File: config.mk
export PLATFORM = sky130hd
export DESIGN_NAME = tblwr_bus_seq
export DESIGN_NICKNAME = d
export VERILOG_FILES = /design/src/rtl/tblwr_pkg.sv /design/src/rtl/tblwr_phase.sv /design/src/rtl/tblwr_regs.sv /design/src/rtl/tblwr_ctrl.sv /design/src/rtl/tblwr_bus_seq.sv
export SDC_FILE = /design/constraint.sdc
export NUM_CORES = 1
export LEC_CHECK = 0
export ABC_AREA = 1
export BUFFER_PORTS_ARGS = -buffer_cell sky130_fd_sc_hd__buf_2
export CAP_MARGIN = 20
export CELL_PAD_IN_SITES_DETAIL_PLACEMENT = 1
export CELL_PAD_IN_SITES_GLOBAL_PLACEMENT = 2
export CORE_MARGIN = 5
export CORE_UTILIZATION = 28
export DETAILED_ROUTE_END_ITERATION = 12
export HOLD_SLACK_MARGIN = 0.03
export PLACE_DENSITY = 0.8
export SETUP_SLACK_MARGIN = 0.3
export SLEW_MARGIN = 20
export SYNTH_ARGS = -nofsm -noshare
export SYNTH_HDL_FRONTEND = slang
export SYNTH_SLANG_ARGS = --single-unit
export TNS_END_PERCENT = 20
File: constraint.sdc
create_clock -name clk -period 1.6 [get_ports clk]
set_input_delay 0.16 -clock clk [delete_from_list [all_inputs] [get_ports clk]]
set_output_delay 0.16 -clock clk [all_outputs]
set_load 0.02 [all_outputs]
File: src/rtl/tblwr_pkg.sv
package tblwr_pkg;

    localparam int WORD_W   = 16;
    localparam int BYTE_W   = WORD_W / 2;
    localparam int NUM_PH   = 4;
    localparam int PH_W     = $clog2(NUM_PH);

    typedef enum logic [1:0] {
        OP_PTR_LO = 2'd0,
        OP_PTR_HI = 2'd1,
        OP_LAT_HI = 2'd2,
        OP_WRITE  = 2'd3
    } tw_op_e;

    typedef enum logic [1:0] {
        ST_IDLE = 2'd0,
        ST_PREP = 2'd1,
        ST_XFER = 2'd2
    } tw_state_e;

    typedef struct packed {
        logic ale;
        logic oe_n;
        logic wr_n;
        logic drive;
    } tw_strobe_s;

    localparam tw_strobe_s STROBE_IDLE = '{ale: 1'b0, oe_n: 1'b1, wr_n: 1'b1, drive: 1'b0};

    function automatic logic [PH_W-1:0] strobe_phase_wr();
        return PH_W'(NUM_PH - 2);
    endfunction

endpackage

File: src/rtl/tblwr_phase.sv
module tblwr_phase #(
    parameter int NPH = 4,
    parameter int PW  = $clog2(NPH)
) (
    input  logic          clk,
    input  logic          rst,
    output logic [PW-1:0] ph,
    output logic          ph_last
);

    assign ph_last = (ph == PW'(NPH - 1));

    always_ff @(posedge clk) begin
        if (rst) begin
            ph <= '0;
        end else if (ph_last) begin
            ph <= '0;
        end else begin
            ph <= ph + 1'b1;
        end
    end

    p_phase_step_r2: assert property (@(posedge clk) disable iff (rst)
        !ph_last |=> (ph == PW'($past(ph) + 1)));

    p_phase_wrap_r2: assert property (@(posedge clk) disable iff (rst)
        ph_last |=> (ph == '0));

endmodule

File: src/rtl/tblwr_regs.sv
module tblwr_regs #(
    parameter int W  = 16,
    parameter int BW = W / 2
) (
    input  logic          clk,
    input  logic          rst,
    input  logic          ld_ptr_lo,
    input  logic          ld_ptr_hi,
    input  logic          ld_lat_hi,
    input  logic          ld_lat_lo,
    input  logic          bump,
    input  logic [BW-1:0] din,
    output logic [W-1:0]  ptr,
    output logic [W-1:0]  latch
);

    always_ff @(posedge clk) begin
        if (rst) begin
            ptr   <= '0;
            latch <= '0;
        end else begin
            if (ld_ptr_lo) ptr[BW-1:0]   <= din;
            if (ld_ptr_hi) ptr[W-1:BW]   <= din;
            if (ld_lat_hi) latch[W-1:BW] <= din;
            if (ld_lat_lo) latch[BW-1:0] <= din;
            if (bump)      ptr           <= ptr + 1'b1;
        end
    end

    p_one_source_r3: assert property (@(posedge clk) disable iff (rst)
        $countones({ld_ptr_lo, ld_ptr_hi, ld_lat_hi, ld_lat_lo, bump}) <= 1);

endmodule

File: src/rtl/tblwr_ctrl.sv
module tblwr_ctrl
    import tblwr_pkg::*;
#(
    parameter int W  = 16,
    parameter int BW = W / 2,
    parameter int PW = 2
) (
    input  logic          clk,
    input  logic          rst,
    input  logic [PW-1:0] ph,
    input  logic          ph_last,
    input  logic          cmd_valid,
    input  tw_op_e        cmd_op,
    input  logic          cmd_inc,
    input  logic          int_req,
    input  logic          int_glob_off,
    input  logic          int_src_en,
    input  logic [W-1:0]  ptr,
    input  logic [W-1:0]  latch,
    output logic          ld_ptr_lo,
    output logic          ld_ptr_hi,
    output logic          ld_lat_hi,
    output logic          ld_lat_lo,
    output logic          bump,
    output logic          busy,
    output tw_strobe_s    strobe,
    output logic [W-1:0]  ad_out,
    output logic          int_ack
);

    tw_state_e state;
    logic      inc_q;
    logic      seen_q;
    logic      accept;
    logic      in_xfer;

    assign accept  = cmd_valid && ph_last && (state == ST_IDLE);
    assign in_xfer = (state == ST_XFER);
    assign busy    = (state != ST_IDLE);

    always_comb begin
        ld_ptr_lo = accept && (cmd_op == OP_PTR_LO);
        ld_ptr_hi = accept && (cmd_op == OP_PTR_HI);
        ld_lat_hi = accept && (cmd_op == OP_LAT_HI);
        ld_lat_lo = accept && (cmd_op == OP_WRITE);
        bump      = in_xfer && ph_last && inc_q;
    end

    always_ff @(posedge clk) begin
        if (rst) begin
            state  <= ST_IDLE;
            inc_q  <= 1'b0;
            seen_q <= 1'b0;
        end else begin
            unique case (state)
                ST_IDLE: begin
                    if (accept && cmd_op == OP_WRITE) begin
                        state  <= ST_PREP;
                        inc_q  <= cmd_inc;
                        seen_q <= int_req;
                    end
                end
                ST_PREP: begin
                    seen_q <= seen_q | int_req;
                    if (ph_last) state <= ST_XFER;
                end
                ST_XFER: begin
                    seen_q <= seen_q | int_req;
                    if (ph_last) state <= ST_IDLE;
                end
                default: state <= ST_IDLE;
            endcase
        end
    end

    always_comb begin
        strobe = STROBE_IDLE;
        ad_out = '0;
        if (in_xfer) begin
            strobe.drive = 1'b1;
            strobe.ale   = (ph == '0);
            strobe.wr_n  = (ph != strobe_phase_wr());
            ad_out       = (ph == '0) ? ptr : latch;
        end
    end

    assign int_ack = in_xfer && ph_last && int_glob_off && int_src_en && (seen_q || int_req);

    p_ale_drive_r6: assert property (@(posedge clk) disable iff (rst)
        strobe.ale |-> strobe.drive);

    p_wr_after_ale_r7: assert property (@(posedge clk) disable iff (rst)
        !strobe.wr_n |-> $past(strobe.ale, 2));

    p_busy_end_r5: assert property (@(posedge clk) disable iff (rst)
        $fell(busy) |-> $past(strobe.drive));

    p_ack_tail_r11: assert property (@(posedge clk) disable iff (rst)
        int_ack |=> !busy);

    p_quiet_bus_r12: assert property (@(posedge clk) disable iff (rst)
        !strobe.drive |-> (ad_out == '0));

endmodule

File: src/rtl/tblwr_bus_seq.sv
module tblwr_bus_seq
    import tblwr_pkg::*;
(
    input  logic              clk,
    input  logic              rst,
    input  logic              cmd_valid,
    input  logic [1:0]        cmd_op,
    input  logic              cmd_inc,
    input  logic [BYTE_W-1:0] cmd_byte,
    input  logic              int_req,
    input  logic              int_glob_off,
    input  logic              int_src_en,
    output logic [PH_W-1:0]   q_phase,
    output logic              busy,
    output logic              ale,
    output logic              oe_n,
    output logic              wr_n,
    output logic              ad_oe,
    output logic [WORD_W-1:0] ad_out,
    output logic [WORD_W-1:0] tbl_ptr,
    output logic              int_ack
);

    logic              ph_last;
    logic              ld_ptr_lo, ld_ptr_hi, ld_lat_hi, ld_lat_lo, bump;
    logic [WORD_W-1:0] latch;
    tw_strobe_s        strobe;

    tblwr_phase #(.NPH(NUM_PH), .PW(PH_W)) u_phase (
        .clk     (clk),
        .rst     (rst),
        .ph      (q_phase),
        .ph_last (ph_last)
    );

    tblwr_regs #(.W(WORD_W), .BW(BYTE_W)) u_regs (
        .clk       (clk),
        .rst       (rst),
        .ld_ptr_lo (ld_ptr_lo),
        .ld_ptr_hi (ld_ptr_hi),
        .ld_lat_hi (ld_lat_hi),
        .ld_lat_lo (ld_lat_lo),
        .bump      (bump),
        .din       (cmd_byte),
        .ptr       (tbl_ptr),
        .latch     (latch)
    );

    tblwr_ctrl #(.W(WORD_W), .BW(BYTE_W), .PW(PH_W)) u_ctrl (
        .clk          (clk),
        .rst          (rst),
        .ph           (q_phase),
        .ph_last      (ph_last),
        .cmd_valid    (cmd_valid),
        .cmd_op       (tw_op_e'(cmd_op)),
        .cmd_inc      (cmd_inc),
        .int_req      (int_req),
        .int_glob_off (int_glob_off),
        .int_src_en   (int_src_en),
        .ptr          (tbl_ptr),
        .latch        (latch),
        .ld_ptr_lo    (ld_ptr_lo),
        .ld_ptr_hi    (ld_ptr_hi),
        .ld_lat_hi    (ld_lat_hi),
        .ld_lat_lo    (ld_lat_lo),
        .bump         (bump),
        .busy         (busy),
        .strobe       (strobe),
        .ad_out       (ad_out),
        .int_ack      (int_ack)
    );

    assign ale   = strobe.ale;
    assign oe_n  = strobe.oe_n;
    assign wr_n  = strobe.wr_n;
    assign ad_oe = strobe.drive;

    p_ptr_frozen_r10: assert property (@(posedge clk) disable iff (rst)
        (busy && $past(busy)) |-> $stable(tbl_ptr));

    p_busy_start_r5: assert property (@(posedge clk) disable iff (rst)
        $rose(busy) |-> ($past(q_phase) == PH_W'(NUM_PH - 1)));

endmodule

==> metrics.txt, run 1 <==
result of the run finished with violations; failing checks setup timing; library cells used by synthesis 31; drt wl/cell 17.5 um; average size of a mapped cell 6.40 sq um; CTS root buf clkbuf_8; effective utilization at floorplan 28.7%; number of hold violations in the final report 0; aggregate routed wire length 9670 um; Synth Warn # 0; final-layout fill cell count 1038; Chip Width 102 um; H-tree depth 2; Final min period 1620 ps; area overhead of the layout relative to synthesis 49.8%; Total Power 0.00273 W; Worst EP arrival 1460 ps; worst-case setup margin in the final layout -24.5 ps; fraction of the cycle the final worst path needs 102%; via count normalized by instance count 4.94; Worst path top cell family by delay buffers and inverters; antenna violations before repair 0; ratio of cells with drive above 1 in the final layout 40.5%; via count of the first global-routing pass 2765; delay of the slowest critical-path stage 370 ps; Overflow after GRT 0; RSZ-0062 raised after global routing yes; quantity of hold-fixing buffers added after cts 0; setup violation total in the final timing report 10; wire length of the first global-routing pass 14100 um; most frequent standard cell in the layout excluding fill and tap cells nand2_1; synthesized net count 393; startpoint type of the worst setup path register; Max Clk Rate 0.616 GHz; non-filler cells, final 552; Die Footprint 0.0104 sq mm; minimum hold slack 68.3 ps; sort of element at the end of the critical path output pin; Routability Congestion 0.799; pin count of the biggest net entering global routing 24; gate count of the mapped netlist 369; commonest cells after routing, fill and taps aside nand2_1 (66), nor2_1 (46), buf_2 (36); placeable core region 0.00822 sq mm; count of antenna diodes in the layout 0; clock tree sinks 38; port bufs 55; antenna violation net count after detailed routing 0; slowest CP cell dfxtp_4; CP bufs+invs 4; sequential-to-total area share from yosys stat 32.2%; num rows 33; total via count after detailed routing 2729; maximum root-to-sink buffer count 2; Final Net Count 470; register bit count reported by yosys 38; number of max-cap violations 0; detailed-route DRC error count 0; clock insertion delay at the later pin of the skew report 300 ps; total count of max-transition violations in the final report 0; final cell area excluding filler cells 0.00354 sq mm; power density over the cells 771 mW/mm^2; Placed Instances 527; die boundary height 102 um; router iterations before antenna repair 4; HPWL after detailed placement 6590 um; initial drt markers 100; I/O pin cnt 57; cells along the critical path inv_4 > ha_4 > buf_12 > buf_16 > a21oi_4 > buf_6; Total GRT Usage 17.5%; leakage power total 1.50 nW; highest net fanout along the worst path 8; Post-Synthesis Cell Area 0.00236 sq mm; Worst Path Class, Setup register to output pin; Hold/Removal Path Class input port to register; clock tree from TritonCTS built; clock input transition at the sequential cells of the worst setup and hold paths 90 ps; worst ir drop on vdd 345 uV; critical path data required time 1440 ps; number of CTS-inserted buffers 5; placement-stage cell area 0.00290 sq mm; Worst Skew 11.1 ps
-- where the power goes --
part	internal [W]	total (W)	switching [W]
logic	0.000396	0.000890	0.000494
registers	0.000966	0.000987	0.0000202
clock network	0.000460	0.000851	0.000391
-- per-layer routing --
layer / track usage [%] / up-vias / part of all wire (%)
met5: 0 / - / 0
met4: 6.86 / 0 / 2.2
met2: 30.0 / 73 / 49
li1: - / 1338 / -
met1: 22.1 / 1304 / 44
met3: 2.87 / 14 / 5.5
-- area by class of cell --
| type | count | area (sq um) | area share, % |
|---|---|---|---|
| clock inverter | 3 | 40.0 | 1.13 |
| tap | 105 | 131 | 3.71 |
| clock buffer | 5 | 68.8 | 1.94 |
| multi-input combinational | 263 | 1610 | 45.4 |
| timing repair buffer | 83 | 687 | 19.4 |
| sequential | 38 | 776 | 21.9 |
| inverter | 55 | 229 | 6.47 |
-- flip-flops by register name (all words and copies together), names as in the netlist --
| register | flops |
|---|---|
| u_ctrl.inc_q | 1 |
| u_ctrl.state | 2 |
| u_regs.latch | 16 |
| u_regs.ptr | 16 |
| u_phase.ph | 2 |
| u_ctrl.seen_q | 1 |
-- worst reg2reg max path, delay by kind of cell, from the launching register on --
| kind | cells | cell delay, ps |
|---|---|---|
| buf+inv | 4 | 370 |
| flops | 1 | 370 |
| compound gates | 1 | 110 |
| simple gates | 4 | 490 |
| fa+ha+maj | 1 | 200 |
-- logic make-up (layout without fill, tap and decap cells) --
group                    Yosys count  in the layout  share of synthesized area, %
AO/OA/AOI/OAI                     80             80                          19.0
XOR/XNOR                           2              2                         0.742
adder cells (fa/ha/maj)            7              7                          3.71
buffers and inverters             70            146                          12.9
flip-flops                        38             38                          32.2
other                              1              1                         0.159
AND/OR/NAND/NOR                  171            173                          31.3
-- metrics by stage --
| stage | utilization (%) | setup slack (ps) | setup TNS [ps] |
|---|---|---|---|
| 2_1_floorplan | - | 292 | 0 |
| 3_3_place_gp | 35.3 | 117 | 0 |
| 3_5_place_dp | 35.3 | 83.6 | 0 |
| 4_1_cts | 38.7 | -40.9 | -370 |
| 5_1_grt | 43.1 | -79.9 | -1430 |
| 6_report | 43.1 | -24.5 | -75.0 |
-- cells in the mapped netlist, drive strengths merged --
cell	count	area (sq um)
clkinv	2	17.5
xor2	2	17.5
inv	53	199
a22oi	1	7.51
conb	1	3.75
nand4	3	18.8
a211oi	1	7.51
nand2	75	282
nor2	57	229
nor3	1	5.00
a31oi	2	12.5
nand3	34	198
a21oi	26	156
o21ai	47	243
clkbuf	8	30.0
o211ai	3	22.5
buf	7	57.5
dfxtp	38	761
ha	7	87.6
nor3b	1	7.51
-- worst paths after layout --
kind                            slack [ps]  depth (start not counted)            start              end
worst max-delay path                   -20                          6    u_phase.ph[0]        ad_out[3]
worst min-delay path                    70                          3          cmd_inc     u_ctrl.inc_q
worst max register to register           0                         10    u_phase.ph[0]   u_regs.ptr[12]
worst min register to register         480                          2  u_ctrl.state[0]  u_ctrl.state[0]
-- repair_timing --
action,in CTS,in global routing
endpoints found under the setup margin,56,56
endpoints found under the hold margin,0,0
gates resized for setup,47,59
cloned,1,5
setup buffers,3,8
pin swaps,4,20
(Power assumes the default switching activity.)
==> run 2, diff against run 1 <==
--- a/config.mk
+++ b/config.mk
@@ -15,7 +15,7 @@
 export DETAILED_ROUTE_END_ITERATION = 12
 export HOLD_SLACK_MARGIN = 0.03
 export PLACE_DENSITY = 0.8
-export SETUP_SLACK_MARGIN = 0.3
+export SETUP_SLACK_MARGIN = 0.05
 export SLEW_MARGIN = 20
 export SYNTH_ARGS = -nofsm -noshare
 export SYNTH_HDL_FRONTEND = slang
==> run 2 against run 1 <==
  * The flow still finishes with violations (setup timing)
  * First-iteration DRC count down 37%
  * Non-clock buffer count down 6
  * Sequential cell count unchanged
  * Global-route usage up 0.099 points
  * Clock skew down 6.1 ps
  * Setup slack worse by 82 ps
  * Critical path depth up 1
  * Design area down 4.7%
  * Register-to-register slack worse by 20 ps
  * Cell count down 1.4%
  * Wire length down 9.1%
  * Critical path type unchanged
  * Highest routed layer unchanged
==> metrics.txt, run 2 (synthesis results as in run 1) <==
via count of the first global-routing pass 2667; cells along the critical path buf_6 > inv_4 > ha_4 > buf_6 > buf_16 > a21oi_1 > buf_4; critical path data required time 1440 ps; via count normalized by instance count 4.79; startpoint type of the worst setup path register; antenna violation net count after detailed routing 0; maximum root-to-sink buffer count 2; Worst path top cell family by delay buffers and inverters; Die Footprint 0.0104 sq mm; Overflow after GRT 0; Total Power 0.00254 W; placeable core region 0.00822 sq mm; RSZ-0062 raised after global routing yes; placement-stage cell area 0.00283 sq mm; Chip Width 102 um; CP bufs+invs 5; router iterations before antenna repair 4; Hold/Removal Path Class input port to register; Hold Crit Endpoint u_ctrl.inc_q; crit path from u_phase.ph[1]; power share of the sequential group 38.9%; highest net fanout along the worst path 8; Hold Path Cell Cnt 3; Total GRT Usage 17.6%; aggregate routed wire length 8790 um; delay of the slowest critical-path stage 340 ps; total via count after detailed routing 2608; most frequent standard cell in the layout excluding fill and tap cells nand2_1; drt wl/cell 16.2 um; result of the run finished with violations; port bufs 55; antenna violations before repair 0; leakage power total 1.46 nW; ratio of cells with drive above 1 in the final layout 34.9%; Final min period 1710 ps; Routability Congestion 0.840; final cell area excluding filler cells 0.00337 sq mm; detailed-route DRC error count 0; fraction of the cycle the final worst path needs 107%; initial drt markers 63; worst ir drop on vdd 372 uV; worst-case setup slack after placement -24.3 ps; slack of the worst reg-to-reg path -20 ps; CTS root buf clkbuf_8; depth of the worst register-to-register path 11; proportion of power drawn by the clock network 27.3%; commonest cells after routing, fill and taps aside nand2_1 (75), nor2_1 (52), inv_1 (37), buf_2 (37), dfxtp_1 (34); Reg2Reg Launch Point u_phase.ph[1]; Worst EP arrival 1550 ps; pin count of the biggest net entering global routing 16; clock tree sinks 38; H-tree depth 2; effective utilization at floorplan 28.7%; die boundary height 102 um; clock input transition at the sequential cells of the worst setup and hold paths 70 ps; clock tree from TritonCTS built; Top cell by count, worst path buf_6; Worst Path Class, Setup register to output pin; clock insertion delay at the later pin of the skew report 300 ps; Psw 0.000856 W; worst-case setup margin in the final layout -106 ps; area overhead of the layout relative to synthesis 42.7%; number of CTS-inserted buffers 5; Final Net Count 462; I/O pin cnt 57; switching share of total power 33.7%; count of antenna diodes in the layout 0; hold path startpoint cmd_inc; end of the worst register-to-register path u_regs.ptr[14]; proportion of power drawn by combinational gates 33.8%; internal power consumption 0.00169 W; Worst Skew 4.97 ps; power density over the cells 755 mW/mm^2; number of hold violations in the final report 0; total count of max-transition violations in the final report 0; num rows 33; failing checks setup timing; number of max-cap violations 0; setup violation total in the final timing report 24; minimum hold slack 108 ps; sort of element at the end of the critical path output pin; largest registers u_regs.latch: 16 flops, u_regs.ptr: 16 flops; slowest CP cell dfxtp_2; wire length of the first global-routing pass 14100 um; Max Clk Rate 0.586 GHz; HPWL after detailed placement 6480 um
==> run 2: cell type report <==
class	count	area [sq um]
Inverter	55	224
Clock buffer	7	86.3
Sequential cell	38	766
Fill cell	1051	4850
Timing Repair Buffer	77	628
Clock inverter	1	5.00
Multi-Input combinational cell	261	1530
Tap cell	105	131
==> run 2: how the worst max path moves through the flow <==
| stage | slack (ps) | end | cells after the start |
|---|---|---|---|
| 2_1_floorplan | 20 | ad_out[13] | 5 |
| 3_3_place_gp | 40 | u_regs.ptr[10] | 10 |
| 3_5_place_dp | -20 | u_regs.ptr[14] | 10 |
| 4_1_cts | -100 | ad_out[14] | 8 |
| 5_1_grt | -180 | ad_out[10] | 7 |
| 6_report | -110 | ad_out[10] | 7 |
==> run 2: stage by stage <==
step	instances	utilization, %	TNS [ps]
after floorplan	369	-	0
after CTS	546	40.8	-1380
after global placement	529	34.4	0
after detailed placement	529	34.4	-92.1
final	544	41.0	-953
after global routing	544	41.0	-3620
==> run 2: worst register-to-register path, delay by kind of cell (launching register included) <==
family	cells	cell delay [ps]
AND/OR/NAND/NOR	4	450
AO/OA/AOI/OAI	1	120
buffers and inverters	5	430
flip-flops	1	340
adder cells (fa/ha/maj)	1	220
==> run 2: power by group through the flow <==
stage | sequential [W] | combinational [W] | clock (W)
2_1_floorplan | 0.00101 | 0.000286 | 0
3_3_place_gp | 0.00100 | 0.000476 | 0
3_5_place_dp | 0.00100 | 0.000481 | 0
4_1_cts | 0.000989 | 0.000868 | 0.000709
5_1_grt | 0.000994 | 0.000909 | 0.000768
6_report | 0.000990 | 0.000860 | 0.000695
==> run 2: repair_timing <==
action / CTS / global route
pin swaps: 9 / 6
setup endpoints to repair: 38 / 48
setup buffers: 5 / 0
gates resized for setup: 94 / 18
hold buffers: 0 / 0
gates cloned: 4 / 0
==> run 2: routing by layer <==
layer / track usage, % / routed length (um)
met1: 21.5 / 3960
met2: 32.5 / 4500
met3: 2.80 / 235
met4: 4.04 / 91
met5: 0 / 0
